==> config.mk <==
export PLATFORM = sky130hd
export DESIGN_NAME = dtmf_steer
export DESIGN_NICKNAME = d
export VERILOG_FILES = /design/src/rtl/dtmf_steer_pkg.sv /design/src/rtl/dtmf_tick_gen.sv /design/src/rtl/dtmf_guard_timer.sv /design/src/rtl/dtmf_code_latch.sv /design/src/rtl/dtmf_steer.sv
export SDC_FILE = /design/constraint.sdc
export NUM_CORES = 1
export LEC_CHECK = 0
export ABC_AREA = 1
export BUFFER_PORTS_ARGS = -buffer_cell sky130_fd_sc_hd__buf_2
export CORE_ASPECT_RATIO = 1.25
export CORE_MARGIN = 2
export CORE_UTILIZATION = 40
export CTS_CLUSTER_DIAMETER = 40
export DETAILED_ROUTE_END_ITERATION = 10
export PLACE_DENSITY = 0.66
export SLEW_MARGIN = 15
export SYNTH_ARGS = -nofsm -noshare
export SYNTH_HDL_FRONTEND = slang
export SYNTH_SLANG_ARGS = --single-unit
==> constraint.sdc <==
create_clock -name clk -period 2.3 [get_ports clk]
set_input_delay 0.345 -clock clk [delete_from_list [all_inputs] [get_ports clk]]
set_output_delay 0.345 -clock clk [all_outputs]
set_load 0.005 [all_outputs]
==> src/rtl/dtmf_steer_pkg.sv <==
package dtmf_steer_pkg;

    localparam int CODE_W = 4;

    typedef logic [CODE_W-1:0] code_t;

    typedef enum logic [1:0] {
        ST_IDLE          = 2'd0,
        ST_PRESENT_WAIT  = 2'd1,
        ST_REGISTERED    = 2'd2
    } steer_state_e;

    typedef struct packed {
        logic  drive;
        code_t data;
    } code_bus_t;

    // Letter digits A, B, C, D carry codes 13, 14, 15 and 0.
    function automatic logic is_letter(input code_t c);
        return (c == code_t'(13)) || (c == code_t'(14)) ||
               (c == code_t'(15)) || (c == code_t'(0));
    endfunction

endpackage

==> src/rtl/dtmf_tick_gen.sv <==
module dtmf_tick_gen #(
    parameter int unsigned TICK_DIV = 50000
) (
    input  logic clk,
    input  logic rst,
    input  logic hold,
    output logic tick
);
    localparam int unsigned CW = (TICK_DIV > 2) ? $clog2(TICK_DIV) : 1;
    localparam logic [CW-1:0] LAST = CW'(TICK_DIV - 1);

    logic [CW-1:0] cnt;

    always_ff @(posedge clk) begin
        if (rst || hold)      cnt <= '0;
        else if (cnt == LAST) cnt <= '0;
        else                  cnt <= cnt + 1'b1;
    end

    assign tick = (cnt == LAST) && !hold;

    // Ticks are spaced by the divider, never back to back (TICK_DIV >= 2).
    p_tick_gap_r1: assert property (@(posedge clk) disable iff (rst)
        tick |=> !tick);

endmodule

==> src/rtl/dtmf_guard_timer.sv <==
module dtmf_guard_timer #(
    parameter int GW = 8
) (
    input  logic          clk,
    input  logic          rst,
    input  logic          clear,
    input  logic          tick,
    input  logic [GW-1:0] limit,
    output logic          elapsed
);
    logic [GW-1:0] cnt;

    always_ff @(posedge clk) begin
        if (rst || clear)             cnt <= '0;
        else if (tick && cnt != '1)   cnt <= cnt + 1'b1;
    end

    // A timer held in restart never reports expiry, even with a zero limit.
    assign elapsed = !clear && (cnt >= limit);

endmodule

==> src/rtl/dtmf_code_latch.sv <==
module dtmf_code_latch
    import dtmf_steer_pkg::*;
(
    input  logic      clk,
    input  logic      rst,
    input  logic      clr,
    input  logic      wr,
    input  code_t     din,
    input  logic      oe,
    output code_bus_t bus,
    output code_t     held
);
    always_ff @(posedge clk) begin
        if (rst || clr) held <= '0;
        else if (wr)    held <= din;
    end

    always_comb begin
        bus.drive = oe;
        bus.data  = oe ? held : '0;
    end

endmodule

==> src/rtl/dtmf_steer.sv <==
module dtmf_steer
    import dtmf_steer_pkg::*;
#(
    parameter int          GUARD_W  = 8,
    parameter int unsigned TICK_DIV = 50000,
    parameter int unsigned SETTLE   = 2
) (
    input  logic               clk,
    input  logic               rst,
    input  logic               pwr_down,
    input  logic               pair_seen,
    input  logic [3:0]         pair_code,
    input  logic               inhibit_abcd,
    input  logic [GUARD_W-1:0] guard_present,
    input  logic [GUARD_W-1:0] guard_absent,
    input  logic               out_en,
    output logic               bus_drive,
    output logic [3:0]         bus_code,
    output logic               digit_valid
);
    localparam int unsigned SW = $clog2(SETTLE + 2);
    localparam logic [SW-1:0] SETTLE_V = SW'(SETTLE);

    steer_state_e state, nxt;
    code_t        hold_code;
    code_t        latched;
    code_bus_t    bus;
    logic [SW-1:0] settle_cnt;
    logic         tick;
    logic         eff_seen, code_change;
    logic         pres_clear, abs_clear, pres_elapsed, abs_elapsed;
    logic         wr_en, take_code;

    // A letter under inhibit is treated exactly like no pair at all.
    assign eff_seen    = pair_seen && !(inhibit_abcd && is_letter(pair_code));
    assign code_change = (state == ST_PRESENT_WAIT) && eff_seen && (pair_code != hold_code);
    assign pres_clear  = (state != ST_PRESENT_WAIT) || !eff_seen || code_change || pwr_down;
    assign abs_clear   = (state != ST_REGISTERED) || eff_seen || pwr_down;

    dtmf_tick_gen #(.TICK_DIV(TICK_DIV)) u_tick (
        .clk(clk), .rst(rst), .hold(pwr_down), .tick(tick)
    );

    dtmf_guard_timer #(.GW(GUARD_W)) u_present (
        .clk(clk), .rst(rst), .clear(pres_clear), .tick(tick),
        .limit(guard_present), .elapsed(pres_elapsed)
    );

    dtmf_guard_timer #(.GW(GUARD_W)) u_absent (
        .clk(clk), .rst(rst), .clear(abs_clear), .tick(tick),
        .limit(guard_absent), .elapsed(abs_elapsed)
    );

    always_comb begin
        nxt       = state;
        wr_en     = 1'b0;
        take_code = 1'b0;
        unique case (state)
            ST_IDLE: begin
                if (eff_seen) begin
                    nxt       = ST_PRESENT_WAIT;
                    take_code = 1'b1;
                end
            end
            ST_PRESENT_WAIT: begin
                if (!eff_seen)          nxt = ST_IDLE;
                else if (code_change)   take_code = 1'b1;
                else if (pres_elapsed) begin
                    nxt   = ST_REGISTERED;
                    wr_en = 1'b1;
                end
            end
            ST_REGISTERED: begin
                if (abs_elapsed) nxt = ST_IDLE;
            end
            default: nxt = ST_IDLE;
        endcase
    end

    always_ff @(posedge clk) begin
        if (rst || pwr_down) begin
            state       <= ST_IDLE;
            hold_code   <= '0;
            settle_cnt  <= '0;
            digit_valid <= 1'b0;
        end else begin
            state <= nxt;
            if (take_code) hold_code <= pair_code;
            if (wr_en)
                settle_cnt <= SETTLE_V;
            else if (state == ST_REGISTERED && settle_cnt != '0)
                settle_cnt <= settle_cnt - 1'b1;
            digit_valid <= (state == ST_REGISTERED) && !abs_elapsed && (settle_cnt == '0);
        end
    end

    dtmf_code_latch u_latch (
        .clk(clk), .rst(rst), .clr(pwr_down), .wr(wr_en), .din(hold_code),
        .oe(out_en), .bus(bus), .held(latched)
    );

    assign bus_drive = bus.drive;
    assign bus_code  = bus.data;

    // the latch is frozen while the valid flag is up.
    p_latch_frozen_r2: assert property (@(posedge clk) disable iff (rst)
        (digit_valid && !pwr_down) |=> $stable(latched));

    // the flag rises only in the registered state over a settled latch.
    p_flag_after_latch_r2: assert property (@(posedge clk) disable iff (rst)
        $rose(digit_valid) |-> ($past(state == ST_REGISTERED) && $stable(latched)));

    // the flag falls only after the present flag was low (or on clearing).
    p_fall_on_quiet_r3: assert property (@(posedge clk) disable iff (rst)
        $fell(digit_valid) |-> ($past(!eff_seen) || $past(pwr_down) || $past(rst)));

    // a present flag during the registered state keeps the digit alive.
    p_bridge_r4: assert property (@(posedge clk) disable iff (rst)
        (state == ST_REGISTERED && eff_seen && !pwr_down) |=> (state == ST_REGISTERED));

    // an inhibited letter never reaches the latch.
    p_no_letter_r7: assert property (@(posedge clk) disable iff (rst)
        wr_en |-> !(inhibit_abcd && is_letter(hold_code)));

    // power-down clears flag, latch and sequencer on the next cycle.
    p_pd_clear_r9: assert property (@(posedge clk) disable iff (rst)
        pwr_down |=> (!digit_valid && latched == '0 && state == ST_IDLE));

endmodule

==> summary.md <==
| Metric | Value |
|---|---|
| Hold Path Sink | `hold_code[2]$_SDFFE_PP0P_` |
| Leak pwr | `1.44 nW` |
| Clk pin slew, worst setup/hold paths | `0.08 ns` |
| Ant. Diodes | `0` |
| EDFF count, synth | `0` |
| Total Neg Setup Slack | `0 ns` |
| Final Setup Violations | `0` |
| Die Span X | `79.1 µm` |
| Critical path endpoint category | `flop` |
| Pins over their slew limit | `0` |
| Worst setup path start | `u_present.cnt[0]$_SDFFE_PP0P_` |
| Hold path startpoint | `pair_code[2]` |
| Initial core utilization | `40.9%` |
| Top_reg_cell synth | `dfxtp_1` |
| CTS Root Cell | `clkbuf_8` |
| Worst reg2reg endpoint | `u_present.cnt[1]$_SDFFE_PP0P_` |
| Final hold violations | `0` |
| Maximum root-to-sink buffer count | `2` |
| Combinational Power Share | `6.4%` |
| Final Wtd Congestion | `0.849` |
| Max_cap viols | `0` |
| Postcts setup bufs | `0` |
| Tot Pwr | `1.50 mW` |
| Final core occ | `46.1%` |
| Worst min-delay path category | `primary input to flop` |
| Top cells by count, synth | `67 x nand2_1, 66 x nor2_1, 62 x inv_1` |
| IO Port Bufs | `31` |
| Total CTS buffers | `5` |
| Clock Skew | `0.00613 ns` |
| Count leader, synth | `nand2_1` |
| WP data arrival | `1.94 ns` |
| FP Rows | `34` |
| First-pass GRT wire length | `9750 µm` |
| Internal power | `1.18 mW` |
| DRT Pass-1 Iters | `4` |
| Routed wire length | `5420 µm` |
| Post-synth net total | `449` |
| Post-synth cell types | `32` |
| Setup Crit Path Kind | `flop to flop` |
| Worst reg2reg startpoint | `u_present.cnt[0]$_SDFFE_PP0P_` |
| Switching share of power | `21.5%` |
| Sequential power share | `52.4%` |
| Synth Register Bits | `45` |
| Worst r2r path cells | `8` |
| Seq/Total Area, Yosys | `32.0%` |
| Gr usage total | `15.3%` |
| CTS Hold Bufs | `0` |
| Hold-critical path depth | `3` |
| Die ar. | `0.00774 mm²` |
| Max_slew headroom | `71.5%` |
| Largest net degree at the start of global routing | `15` |
| Mapped Cells | `403` |
| Antenna viol nets, final | `0` |
| Vias | `2,509` |
| Synthesized area per cell | `6.99 µm²` |
| Dpl cells | `521` |
| Fmax | `574 MHz` |
| Reg2Reg Setup Slack | `0.56 ns` |
| Power Dens Cells | `473 mW/mm²` |
| Cell taking the most area after synthesis | `dfxtp_1` |
| H-tree Lvls | `2` |
| Initial antenna violation count | `0` |
| Post-CTS sizing | `0` |
| Number of primary I/O pins | `32` |
| Peak VDD IR | `254 µV` |
| Synth area leaders | `dfxtp_1 32%, nand2_1 8.9%, ha_1 8.9%` |
| Vias per cell | `4.74` |
| Tcrit/Tclk final | `75.8%` |
| Clk sink count | `45` |
| CTS tree | `done` |
| FFs w/ async S/R, synth | `0%` |
| Initial DRC Count | `82` |
| Core area | `0.00689 mm²` |
| GRT overflow | `0` |
| Critical path peak fanout | `6` |
| Worst-margin pin slew | `0.426 ns` |
| Synth top area share | `32.0%` |
| Clock power frac | `41.2%` |
| DRC | `0` |
| Layout cells sized above 1 | `15.7%` |
| Layout Nets | `484` |
| Sw Pwr | `0.324 mW` |
| RSZ-0062 raised after global routing | `false` |
| Vias in the first global route | `2,376` |
| Yosys warns | `0` |
| Status | `completed` |
| Avg WL per Cell | `10.3 µm` |
| Crit path launch type | `flop` |
| Post-route insts no fill | `529` |
| CP required | `2.49 ns` |
| Worst skew pair latency | `0.30 ns` |
| Synth Cell Area | `0.00282 mm²` |
| Die Ht | `97.9 µm` |
| Min Tclk post-route | `1.74 ns` |
| Hpwl dp | `4370 µm` |
| Area growth syn-to-layout | `12.7%` |
-- layout make-up --
cell class              instances  area, µm²
fillers                       701       3710
flip-flops and latches         45        901
inverters                      65        245
multi-input cells             289       1640
repair buffers                 32        163
clock inverters                 1       30.0
clock buffers                   7       86.3
well taps                      90        113
-- cells by family (layout without fill, tap and decap cells) --
| family | after synthesis | in the layout | synth area share [%] |
|---|---|---|---|
| AOI/OAI and AO/OA | 46 | 46 | 8.83 |
| xor gates and xnor gates | 17 | 17 | 5.28 |
| adders and majority gates | 20 | 20 | 8.88 |
| buffers and inverters | 69 | 105 | 9.90 |
| DFF | 45 | 45 | 32.0 |
| and+or+nand+nor | 206 | 206 | 35.2 |
-- through the flow --
step           setup WS, ns  hold WS [ns]  area (µm²)
5_1_grt               0.371         0.392        3180
6_report              0.556         0.350        3180
3_3_place_gp          0.548         0.431        3060
3_5_place_dp          0.537         0.444        3060
2_1_floorplan         0.830         0.417        2820
4_1_cts               0.538         0.337        3180
-- sequential cells by signal, indices dropped and copies added, names as in the netlist --
register / count
digit_valid: 1
hold_code: 4
settle_cnt: 2
state: 2
u_absent.cnt: 8
u_latch.held: 4
u_present.cnt: 8
u_tick.cnt: 16
-- worst max-delay path by stage --
stage                                          endpoint  slack, ns  depth (start not counted)
after floorplan           u_present.cnt[1]$_SDFFE_PP0P_       0.83                          8
after global placement     u_latch.held[0]$_SDFFE_PP0P_       0.55                         10
after detailed placement   u_latch.held[0]$_SDFFE_PP0P_       0.54                         11
after CTS                 u_present.cnt[1]$_SDFFE_PP0P_       0.54                          8
after global routing       u_absent.cnt[3]$_SDFFE_PP0P_       0.37                          8
final                     u_present.cnt[1]$_SDFFE_PP0P_       0.56                          8
-- critical path: stages, from the launching register on --
cell     delay [ns]
dfxtp_1        0.41
ha_1           0.22
nand2_1        0.09
nor3_2         0.25
nand3_1        0.24
inv_1          0.14
nor2_2         0.09
o21ai_0        0.16
nor2_1         0.05
-- power by group through the flow --
stage	Sequential (mW)	Clock (mW)	Combinational [mW]
2_1_floorplan	0.806	0	0.0593
3_3_place_gp	0.807	0	0.0930
3_5_place_dp	0.807	0	0.0965
4_1_cts	0.788	0.635	0.0970
5_1_grt	0.790	0.662	0.112
6_report	0.788	0.619	0.0957
-- layer usage --
layer | up-vias | routed length, µm | track usage, %
li1 | 1360 | - | -
met1 | 1115 | 2450 | 17.6
met2 | 27 | 2740 | 27.2
met3 | 7 | 119 | 2.87
met4 | 0 | 116 | 6.76
met5 | - | 0 | 0
-- cell usage in the layout, fill, tap and decap left out, types with 3 or more instances in the layout --
cell type,count
xnor2_1,3
nor2_1,66
dfxtp_1,45
o21ai_0,11
o21a_1,4
nand3_1,23
nand3_2,4
nor2_4,3
nor2_2,6
buf_2,31
nand2_2,8
clkbuf_8,6
nor3_1,9
nand2_1,67
nand3b_1,4
xor2_1,14
inv_1,62
a21oi_1,27
nand4_1,8
ha_1,20
Note: power is estimated with default switching activity, not from simulation.
